## src/rtl/rx_ring_ctrl.sv

```systemverilog
module rx_ring_ctrl #(
  parameter int IDX_W    = 15,
  parameter int MAX_DESC = 32760
) (
  input  logic             clk,
  input  logic             rst_n,
  input  logic             rx_enable,
  input  logic             reg_wr,
  input  logic [2:0]       reg_addr,
  input  logic [31:0]      reg_wdata,
  input  logic [2:0]       reg_raddr,
  output logic [31:0]      reg_rdata,
  input  logic             desc_done,
  input  logic             wb_valid,
  input  logic [IDX_W-1:0] wb_count,
  output logic [63:0]      desc_addr,
  output logic [IDX_W-1:0] avail_cnt,
  output logic             ring_ready,
  output logic             len_ok,
  output logic             ring_err
);
  localparam logic [31:0] LEN_MAX = 32'(MAX_DESC) * 32'd16;
  localparam int PAD_W = 32 - IDX_W;

  logic [31:4]      base_lo_q;
  logic [31:0]      base_hi_q;
  logic [31:0]      len_q;
  logic [IDX_W-1:0] head_q, shadow_q, tail_q;
  logic             err_q;

  logic [IDX_W-1:0] ring_size;
  logic [IDX_W-1:0] pending;
  logic [IDX_W-1:0] wb_step;
  logic             take_done;

  function automatic logic [IDX_W-1:0] ring_add(input logic [IDX_W-1:0] a,
                                                input logic [IDX_W-1:0] n,
                                                input logic [IDX_W-1:0] sz);
    logic [IDX_W:0] s;
    s = {1'b0, a} + {1'b0, n};
    if (s >= {1'b0, sz}) s = s - {1'b0, sz};
    return s[IDX_W-1:0];
  endfunction

  function automatic logic [IDX_W-1:0] ring_sub(input logic [IDX_W-1:0] a,
                                                input logic [IDX_W-1:0] b,
                                                input logic [IDX_W-1:0] sz);
    if (a >= b) return a - b;
    return a + sz - b;
  endfunction

  assign len_ok    = (len_q[6:0] == 7'd0) && (len_q != 32'd0) && (len_q <= LEN_MAX);
  assign ring_size = len_q[IDX_W+3:4];
  assign avail_cnt = len_ok ? ring_sub(tail_q, shadow_q, ring_size) : '0;
  assign pending   = len_ok ? ring_sub(shadow_q, head_q, ring_size) : '0;
  assign wb_step   = (wb_count > pending) ? pending : wb_count;
  assign ring_ready = rx_enable && len_ok && (avail_cnt != '0);
  assign take_done  = desc_done && ring_ready;
  assign ring_err   = err_q;
  assign desc_addr  = {base_hi_q, base_lo_q, 4'h0} + {{(60-IDX_W){1'b0}}, shadow_q, 4'h0};

  always_comb begin
    unique case (reg_raddr)
      3'd0:    reg_rdata = {base_lo_q, 4'h0};
      3'd1:    reg_rdata = base_hi_q;
      3'd2:    reg_rdata = len_q;
      3'd3:    reg_rdata = {{PAD_W{1'b0}}, head_q};
      3'd4:    reg_rdata = {{PAD_W{1'b0}}, tail_q};
      default: reg_rdata = 32'd0;
    endcase
  end

  always_ff @(posedge clk) begin
    if (!rst_n) begin
      base_lo_q <= '0;
      base_hi_q <= '0;
      len_q     <= '0;
      head_q    <= '0;
      shadow_q  <= '0;
      tail_q    <= '0;
      err_q     <= 1'b0;
    end else begin
      if (reg_wr && !rx_enable) begin
        unique case (reg_addr)
          3'd0: base_lo_q <= reg_wdata[31:4];
          3'd1: base_hi_q <= reg_wdata;
          3'd2: len_q     <= reg_wdata;
          default: ;
        endcase
      end
      if (reg_wr && reg_addr == 3'd4)
        tail_q <= reg_wdata[IDX_W-1:0];

      if (reg_wr && !rx_enable && reg_addr == 3'd3) begin
        head_q   <= reg_wdata[IDX_W-1:0];
        shadow_q <= reg_wdata[IDX_W-1:0];
      end else begin
        if (take_done)
          shadow_q <= ring_add(shadow_q, {{(IDX_W-1){1'b0}}, 1'b1}, ring_size);
        if (wb_valid && len_ok)
          head_q <= ring_add(head_q, wb_step, ring_size);
      end

      if (desc_done && rx_enable && len_ok && avail_cnt == '0)
        err_q <= 1'b1;
    end
  end
endmodule

```

## config.mk

```make
export PLATFORM = sky130hd
export DESIGN_NAME = rx_ring_ctrl
export DESIGN_NICKNAME = d
export VERILOG_FILES = /design/src/rtl/rx_ring_ctrl.sv
export SDC_FILE = /design/constraint.sdc
export NUM_CORES = 1
export LEC_CHECK = 0
export BUFFER_PORTS_ARGS = -buffer_cell sky130_fd_sc_hd__clkbuf_2
export CAP_MARGIN = 25
export CORE_MARGIN = 5
export CORE_UTILIZATION = 55
export DETAILED_ROUTE_END_ITERATION = 16
export PLACE_DENSITY = 0.82
export SYNTH_ARGS = -nofsm -noshare
export SYNTH_HDL_FRONTEND = slang
export SYNTH_SLANG_ARGS = --single-unit
export TNS_END_PERCENT = 30
```

## constraint.sdc

```tcl
create_clock -name clk -period 9.3 [get_ports clk]
set_clock_uncertainty 0.2 [all_clocks]
set_input_delay 1.395 -clock clk [delete_from_list [all_inputs] [get_ports clk]]
set_output_delay 1.395 -clock clk [all_outputs]
set_load 0.01 [all_outputs]
```

==> Yosys cells after proc, flatten, opt, wreduce, memory -nomap -nowiden <==
Cells that the tools add are included.
{ "totals": {"reg_bits": 138, "input_bits": 59, "out_inout_bits": 114, "wordCells": 72} }
{ "op_classes": {"n_addsub": 11, "magnitude_cmp": 6, "eq_ne": 8, "mux": 16, "reduce_logical": 24} }
{ "op_table": {"columns": ["cell", "count"], "rows": [
  ["$mux W15", 13],
  ["$pmux W32 S5", 1],
  ["$sub A15 B15 Y15", 6],
  ["$add A64 B19 Y64", 1],
  ["$ge A16 B15 Y1", 2],
  ["$le A32 B19 Y1 const B", 1],
  ["$reduce_bool A32 Y1", 1],
  ["$add A15 B15 Y15", 2],
  ["$ge A15 B15 Y1", 2],
  ["$add A15 B1 Y16 const B", 1],
  ["$add A15 B15 Y16", 1],
  ["$gt A15 B15 Y1", 1],
  ["$logic_not A15 Y1", 1],
  ["$reduce_bool A15 Y1", 1],
  ["$eq A3 B2 Y1 const B", 4],
  ["$logic_and A1 B1 Y1", 12],
  ["$logic_not A7 Y1", 1],
  ["$eq A3 B1 Y1 const B", 2],
  ["$eq A3 B3 Y1 const B", 2],
  ["$logic_not A3 Y1", 2],
  ["$reduce_and A2 Y1", 3],
  ["$reduce_bool A2 Y1", 2],
  ["$mux W1", 2],
  ["$logic_not A1 Y1", 1]
]} }

==> Depth between registers and ports, before layout <==
Gate-level depths: netlist of the first run.
{ "depth": {"ltp_word": 11, "mapped_depth": 47, "depth_no_buf": 44} }

==> Worst setup path after synthesis of the first run <==
Ideal clock, no wire load.
{ "synth_path": {"path_type": "reg-to-reg", "startpoint": "register head_q[1]", "endpoint": "register head_q[6]", "setup_time_ns": 0.125, "t_arrival_ns": 8.594, "required_time_ns": 8.975, "setup_slack_ns": 0.381, "stages_incl_launch_ff": 46, "path_buffers": 3, "synth_period_minus_slack_ns": 8.919, "cell_sequence": "dfxtp_1 inv_1 ha_1 nor2b_1 o21ai_0 a21boi_0 o211ai_1 a21o_1 a31oi_1 o31ai_2 clkbuf_1 mux2i_1 nand2b_1 ha_1 nor2b_1 o21a_1 o21a_1 o21a_1 [10 not listed] nor2b_1 o21ai_0 a21boi_0 o21ai_0 a21boi_0 o21ai_0 nand3_1 xor2_1 ha_1 a21o_1 a21oi_1 o21ai_0 o41ai_2 o211ai_2 buf_4 mux2_1 a222oi_1 nor2b_1"} }
{ "synth_via": {"elab_chain_len": 11, "word_cells_on_any_way": 15, "cone_classes": "4 x add/sub; 3 x order compare; 8 x mux"} }
{ "synth_rtl": {"columns": ["element", "line", "rtl"], "rows": [
  ["start, declared", "28", "logic [IDX_W-1:0] head_q, shadow_q, tail_q;"],
  ["start signal, assigned", "95", "head_q <= reg_wdata[IDX_W-1:0];"],
  ["start signal, assigned", "101", "head_q <= ring_add(head_q, wb_step, ring_size);"],
  ["$sub A15 B15 Y15 or $ge A15 B15 Y1 (tied branches)", "48", "if (a >= b) return a - b;"],
  ["$mux W15 or $mux W1 (tied branches)", "48", null],
  ["$mux W15", "49", "return a + sz - b;"],
  ["$mux W15", "55", "assign pending = len_ok ? ring_sub(shadow_q, head_q, ring_size) : '0;"],
  ["$gt A15 B15 Y1", "56", "assign wb_step = (wb_count > pending) ? pending : wb_count;"],
  ["$mux W15", "56", null],
  ["$add A15 B15 Y16 (*)", "40", "s = {1'b0, a} + {1'b0, n};"],
  ["$sub A15 B15 Y15 or $ge A16 B15 Y1 (tied branches)", "41", "if (s >= {1'b0, sz}) s = s - {1'b0, sz};"],
  ["$mux W15 (*)", "41", null],
  ["$mux W15 (*)", "100", "if (wb_valid && len_ok)"],
  ["$mux W15 (*)", "94", "if (reg_wr && !rx_enable && reg_addr == 3'd3) begin"]
]} }
Every way passes the cells marked *; elsewhere a longest branch is shown, timed or not. The select of a mux whose other input is x is not followed.
A chain may end at the register's enable or synchronous reset.

==> Worst setup path after layout of the first run <==
{ "layout_path": {"startpoint": "register len_q[5]", "endpoint": "register head_q[3]"} }
{ "layout_via": {"elab_chain_len": 11, "word_cells_on_any_way": 19, "cone_classes": "4 x add/sub; 3 x order compare; 6 x mux; 6 x reduce/logical"} }
{ "layout_rtl": {"columns": ["element", "line", "rtl"], "rows": [
  ["start, declared", "27", "logic [31:0] len_q;"],
  ["start signal, assigned", "87", "3'd2: len_q <= reg_wdata;"],
  ["$add A15 B15 Y15 (tied with other cells)", "49", null],
  ["$sub A15 B15 Y15 or $logic_and A1 B1 Y1 (tied branches)", "49, 52", null],
  ["$mux W15 or $logic_and A1 B1 Y1 (tied branches)", "49, 52", null],
  ["$mux W15", "55", null],
  ["$gt A15 B15 Y1", "56", null],
  ["$mux W15", "56", null],
  ["$add A15 B15 Y16", "40", null],
  ["$sub A15 B15 Y15 or $ge A16 B15 Y1 (tied branches)", "41", null],
  ["$mux W15", "41", null],
  ["$mux W15", "100", null],
  ["$mux W15", "94", null]
]} }
Several ways; a longest one is shown, not always the timed one. The select of a mux whose other input is x is not followed.

==> flow_summary.ini, run 1 <==
[synth]
dominantRegCellSynth = dfxtp_1
syn_area_um2 = 15000
syn_avg_cell_area_um2 = 7.47
syn_inst = 2008
synthArstFlopShare_pct = 0
yosysUniqueCellTypes = 83
yosysWarnings = 0
synth_edf_count = 0
yosys_register_bits = 138
yosysSeqAreaShare_pct = 18.4

[sta]
hold_viol_final = 0
worst_pin_slew_ns = 0.992
slew_violations = 0
relSlewSlack_pct = 33.7
setup_violations = 0
fin_tns_setup_ns = 0
finalCritPeriodShare_pct = 95.5
period_needed_ns = 8.88
fmax_ghz = 0.113

[floorplanning]
die_y_um = 175
io_pins = 173
core_region_area_um2 = 26900
start_util_pct = 55.8
rows = 60
die_w_um = 175
dieArea_um2 = 30700

[global_routing]
grt.total_usage_pct = 34.4
antenna_found_initial = 0
grt_pass1_vias = 15000
grt_pass1_wl_mm = 83.9
grt_max_degree = 98
grt_overflow = 0

[clock_network]
cts_sinks = 138
clk_path_buf_depth = 2
worstSkewPairLatency_ns = 0.43
cts_tree = done
cts_buffers = 17
h-tree-depth = 4
root_buffer = clkbuf_16
clkTransAtPathRegs_ns = 0.06

[placed_design]
port_buffers = 168
placedCellCount = 2485
postPlaceCellArea_um2 = 16400
dpl.hpwl_mm = 43.1
place_congestion = 1.08

[route]
drtAntennaViolNets = 0
firstDrtPassIters = 7
drc = 0
viasPerCell = 6.33
routed_wl_mm = 54.8
vias = 15900
drt-initial-drc-count = 2035
routedWlPerCell_um = 21.7

[finish]
utilization_pct = 63.7
stdcell_count = 2521
diodes = 0
multiInputGateArea_um2 = 11400
syn2layout_area_growth_pct = 14.2
seq_area_um2 = 2760
design_area_um2 = 17100
fill_cells = 2397
drive_gt1_share_pct = 14.8
final_nets = 2395

[power]
internal_power_mw = 1.87
power_density_nw_per_um2 = 192
pwr-share-seq_pct = 19.7
sw_frac_of_total_pct = 43.3
total_power_mw = 3.29
p_clk_share_pct = 21.4
p_sw_mw = 1.43
combPwrFrac_pct = 58.9
p_leak_nw = 7.49
vdd_drop_max_v = 0.000153

[worst_hold_path]
hp-class = register to register

[critical_path]
arrival_ns = 8.99
endpoint_kind = register
crit_fanout = 8
crit_type = register to register
startpoint_type = register
slowest_stage = fa_1
cp.required_ns = 9.41
critPathMaxStageDelay_ns = 0.53

[status]
outcome = finished, final reports clean

[run]
cap_violations = 0
==> synth_stat cells (14+ instances only) <==
cell type	number	area, um^2
fa_1	34	681
ha_1	135	1690
a21o_1	34	255
a22oi_1	30	225
nand2_1	310	1160
nor3_1	33	165
nor4_1	15	93.8
a21oi_1	117	586
or3_1	14	87.6
clkbuf_1	79	297
dfxtp_1	138	2760
nor2b_1	27	169
nand3_1	52	260
nand4_1	39	244
nor2_1	125	469
and3_1	24	150
mux2i_1	52	521
o211ai_1	15	113
o22ai_1	15	93.8
o21ai_0	65	325
nand2b_1	17	106
inv_1	162	608
o21bai_1	18	135
xor2_1	57	499
xnor2_1	93	815
o21a_1	25	188
a21boi_0	119	893
==> placed cells by master (no fill, tap or decap), types with 59 or more instances in the layout <==
cell,synthesis,layout
nand2_1,310,308
clkbuf_2,0,167
inv_1,162,162
dfxtp_1,138,138
ha_1,135,134
nor2_1,125,123
a21boi_0,119,116
a21oi_1,117,111
xnor2_1,93,93
buf_4,6,59
==> cells by family (layout without fill, tap and decap cells) <==
group	count (synthesis)	after routing	synth area share, %
DFF	138	138	18.4
muxes	63	63	4.30
buffers and inverters	257	426	6.71
AOI/OAI and AO/OA	533	533	24.6
other	1	4	0.0250
and+or+nand+nor	697	697	21.4
adders and majority gates	169	169	15.8
xor gates and xnor gates	150	150	8.76
==> repair_timing <==
action	4_1_cts	5_1_grt
pin swaps	0	9
buffers inserted	0	2
endpoints found under the setup margin	3	15
gates resized for setup	1	29
hold buffers	0	0
gates cloned	0	0
==> power by group through the flow <==
stage               clock network (mW)  registers, mW  logic (mW)
finish                           0.705          0.647        1.94
global route                     0.733          0.648        2.10
CTS                              0.707          0.645        1.84
detailed placement                   0          0.658        1.83
global placement                     0          0.658        1.80
floorplan                            0          0.644        1.40
==> critical path: cells and delay by family (launching register included) <==
| family | cells | cell delay (ns) |
|---|---|---|
| DFF | 1 | 0.35 |
| xor gates and xnor gates | 2 | 0.32 |
| adders and majority gates | 6 | 2.20 |
| AOI/OAI and AO/OA | 22 | 4.34 |
| muxes | 1 | 0.28 |
| and+or+nand+nor | 6 | 0.67 |
| buffers and inverters | 4 | 0.38 |
==> per-stage QoR <==
stage	hold WS, ns	worst slack, ns
floorplan	0.256	0.381
global placement	0.267	0.384
detailed placement	0.278	0.0119
CTS	0.288	0.0302
global route	0.307	-0.0517
finish	0.287	0.421
==> registers in the layout, summed over array words and instances, names as in the netlist <==
signal     flops
base_hi_q     32
base_lo_q     28
head_q        15
len_q         32
ring_err       1
shadow_q      15
tail_q        15
==> worst paths after layout <==
kind	slack, ns	end	cells past startpoint	from
hold / removal	0.29	len_q[30]	2	len_q[30]
setup / recovery	0.42	head_q[3]	41	len_q[5]
hold reg to reg	0.29	len_q[30]	2	len_q[30]
setup reg to reg	0.42	head_q[3]	41	len_q[5]
==> layout make-up <==
type,count,share of cell area (%)
flip-flops and latches,138,16.1
well taps,341,2.49
clock inverters,13,0.906
repair buffers,232,8.07
clock buffers,19,2.59
multi-input cells,1616,66.3
inverters,162,3.55
==> per-layer routing <==
metal | part of all wire, % | global-route usage, % | vias up | wire [um]
met5 | 0 | 0 | - | 0
met4 | 6.3 | 18.2 | 0 | 3470
met3 | 11 | 7.49 | 221 | 5790
met2 | 44 | 54.7 | 990 | 24200
met1 | 39 | 43.7 | 7350 | 21400
li1 | - | - | 7386 | -
Note: power is estimated with default switching activity, not from simulation.
==> run 2: changes to the inputs <==
Settings changed: PLACE_DENSITY 0.82 to 0.79.
==> run 2 against run 1 <==
  * Non-clock buffer count decreased by 2
  * Design area down 0.18%
  * Worst setup slack worse by 0.024 ns
  * Core utilization shrank 0.12 points
  * First-iteration DRC count is 6.8% lower
  * Critical endpoint is now head_q[4]
  * Largest power group unchanged
==> flow_summary.ini, run 2 (synthesis gave the netlist of run 1 again) <==
[status]
outcome = finished, final reports clean

[route]
vias = 15900
routed_wl_mm = 55.4
drtAntennaViolNets = 0
viasPerCell = 6.31
drc = 0
drt-initial-drc-count = 1897
firstDrtPassIters = 10
routedWlPerCell_um = 22.0

[floorplanning]
io_pins = 173
die_w_um = 175
die_y_um = 175
core_region_area_um2 = 26900
dieArea_um2 = 30700
start_util_pct = 55.8
rows = 60

[global_routing]
grt_overflow = 0
grt_max_degree = 96
grt_pass1_vias = 15100
grt.total_usage_pct = 34.6
grt_pass1_wl_mm = 84.3
antenna_found_initial = 0

[sta]
period_needed_ns = 8.90
hold_viol_final = 0
worst_pin_slew_ns = 1.03
fmax_ghz = 0.112
setup_violations = 0
finalCritPeriodShare_pct = 95.7
relSlewSlack_pct = 31.5
slew_violations = 0

[placed_design]
dpl.hpwl_mm = 43.2
port_buffers = 168
postPlaceCellArea_um2 = 16400
place_congestion = 1.04

[finish]
drive_gt1_share_pct = 15.2
diodes = 0
fill_cells = 2391
multiInputGateArea_um2 = 11400
final_nets = 2393
most-common-layout-cells = 308 x nand2_1, 167 x clkbuf_2, 162 x inv_1
syn2layout_area_growth_pct = 14.0
reg.largest.list = base_hi_q x32, len_q x32, base_lo_q x28
seq_area_um2 = 2760
layout_commonest_cell = nand2_1
utilization_pct = 63.6
design_area_um2 = 17100

[power]
p_clk_share_pct = 20.5
internal_power_mw = 1.84
p_leak_nw = 7.48
pwr-share-seq_pct = 19.9
vdd_drop_max_v = 0.000115
power_density_nw_per_um2 = 191
total_power_mw = 3.26
sw_frac_of_total_pct = 43.7
combPwrFrac_pct = 59.6
p_sw_mw = 1.42

[clock_network]
cts_hold_buffers = 0
cts_tree = done
root_buffer = clkbuf_16
cts_sinks = 138
h-tree-depth = 4
worstSkewPairLatency_ns = 0.43
cts_buffers = 17
clkTransAtPathRegs_ns = 0.06
clk_path_buf_depth = 2

[critical_path]
critPathMostFrequentCell = a21o_1
startpoint_type = register
slowest_stage = fa_1
worst-path-buf-inv = 4
crit_type = register to register
crit_family = compound AO/OA/AOI/OAI gates
critPathMaxStageDelay_ns = 0.54
cp.required_ns = 9.41
endpoint_kind = register
crit_fanout = 6
arrival_ns = 9.01

[worst_hold_path]
hp-class = register to register

[run]
cap_violations = 0
==> run 2: changes by cell type in the layout (fill, tap and decap cells not counted), moves of 2 or more <==
cell | previous run | this run
buf_4 | 59 | 61
buf_6 | 3 | 0
clkinv_2 | 0 | 3
fa_1 | 34 | 32
fa_2 | 0 | 2
inv_6 | 6 | 4
inv_8 | 1 | 3
o21ai_2 | 0 | 2
==> run 2: worst min-delay path, delay by kind of cell, from the launching register on <==
family          cells  cell delay, ns
flops               1            0.32
simple gates        1            0.05
compound gates      1            0.06
==> run 2: final cells by class <==
cell class	instances	area share (%)
inverters	162	3.56
clock buffers	17	2.49
clock inverters	14	0.805
multi-input cells	1616	66.7
repair buffers	230	7.81
well taps	341	2.50
flip-flops and latches	138	16.2
==> run 2: final timing paths <==
kind	cells after the start	from	slack, ns	to
worst min-delay path	2	len_q[14]	0.29	len_q[14]
worst max register to register	42	len_q[5]	0.40	head_q[4]
worst max-delay path	42	len_q[5]	0.40	head_q[4]
worst min register to register	2	len_q[14]	0.29	len_q[14]
==> run 2: what timing repair did <==
item | 4_1_cts | 5_1_grt
resized for setup | 4 | 37
setup endpoints to repair | 8 | 15
pin swaps | 0 | 17
buffers inserted | 0 | 4
==> run 2: routing by layer <==
layer  wire (um)  track usage [%]
met5           0                0
met4        3350             18.8
met3        5330             6.01
met2       24700             55.6
met1       22000             44.1
==> run 2: metrics by stage <==
step / worst slack, ns / std cells / hold slack [ns] / TNS, ns
2_1_floorplan: 0.381 / 2011 / 0.256 / 0
4_1_cts: 0.0445 / 2513 / 0.286 / 0
3_5_place_dp: -0.165 / 2482 / 0.277 / -1.21
3_3_place_gp: 0.208 / 2480 / 0.270 / 0
6_report: 0.397 / 2518 / 0.285 / 0
5_1_grt: -0.0182 / 2518 / 0.305 / -0.0477
==> run 2: power by group through the flow <==
| stage | Clock [mW] | Sequential [mW] | Combinational [mW] |
|---|---|---|---|
| 2_1_floorplan | 0 | 0.644 | 1.40 |
| 3_3_place_gp | 0 | 0.659 | 1.80 |
| 3_5_place_dp | 0 | 0.659 | 1.82 |
| 4_1_cts | 0.672 | 0.646 | 1.84 |
| 5_1_grt | 0.700 | 0.648 | 2.11 |
| 6_report | 0.669 | 0.648 | 1.94 |
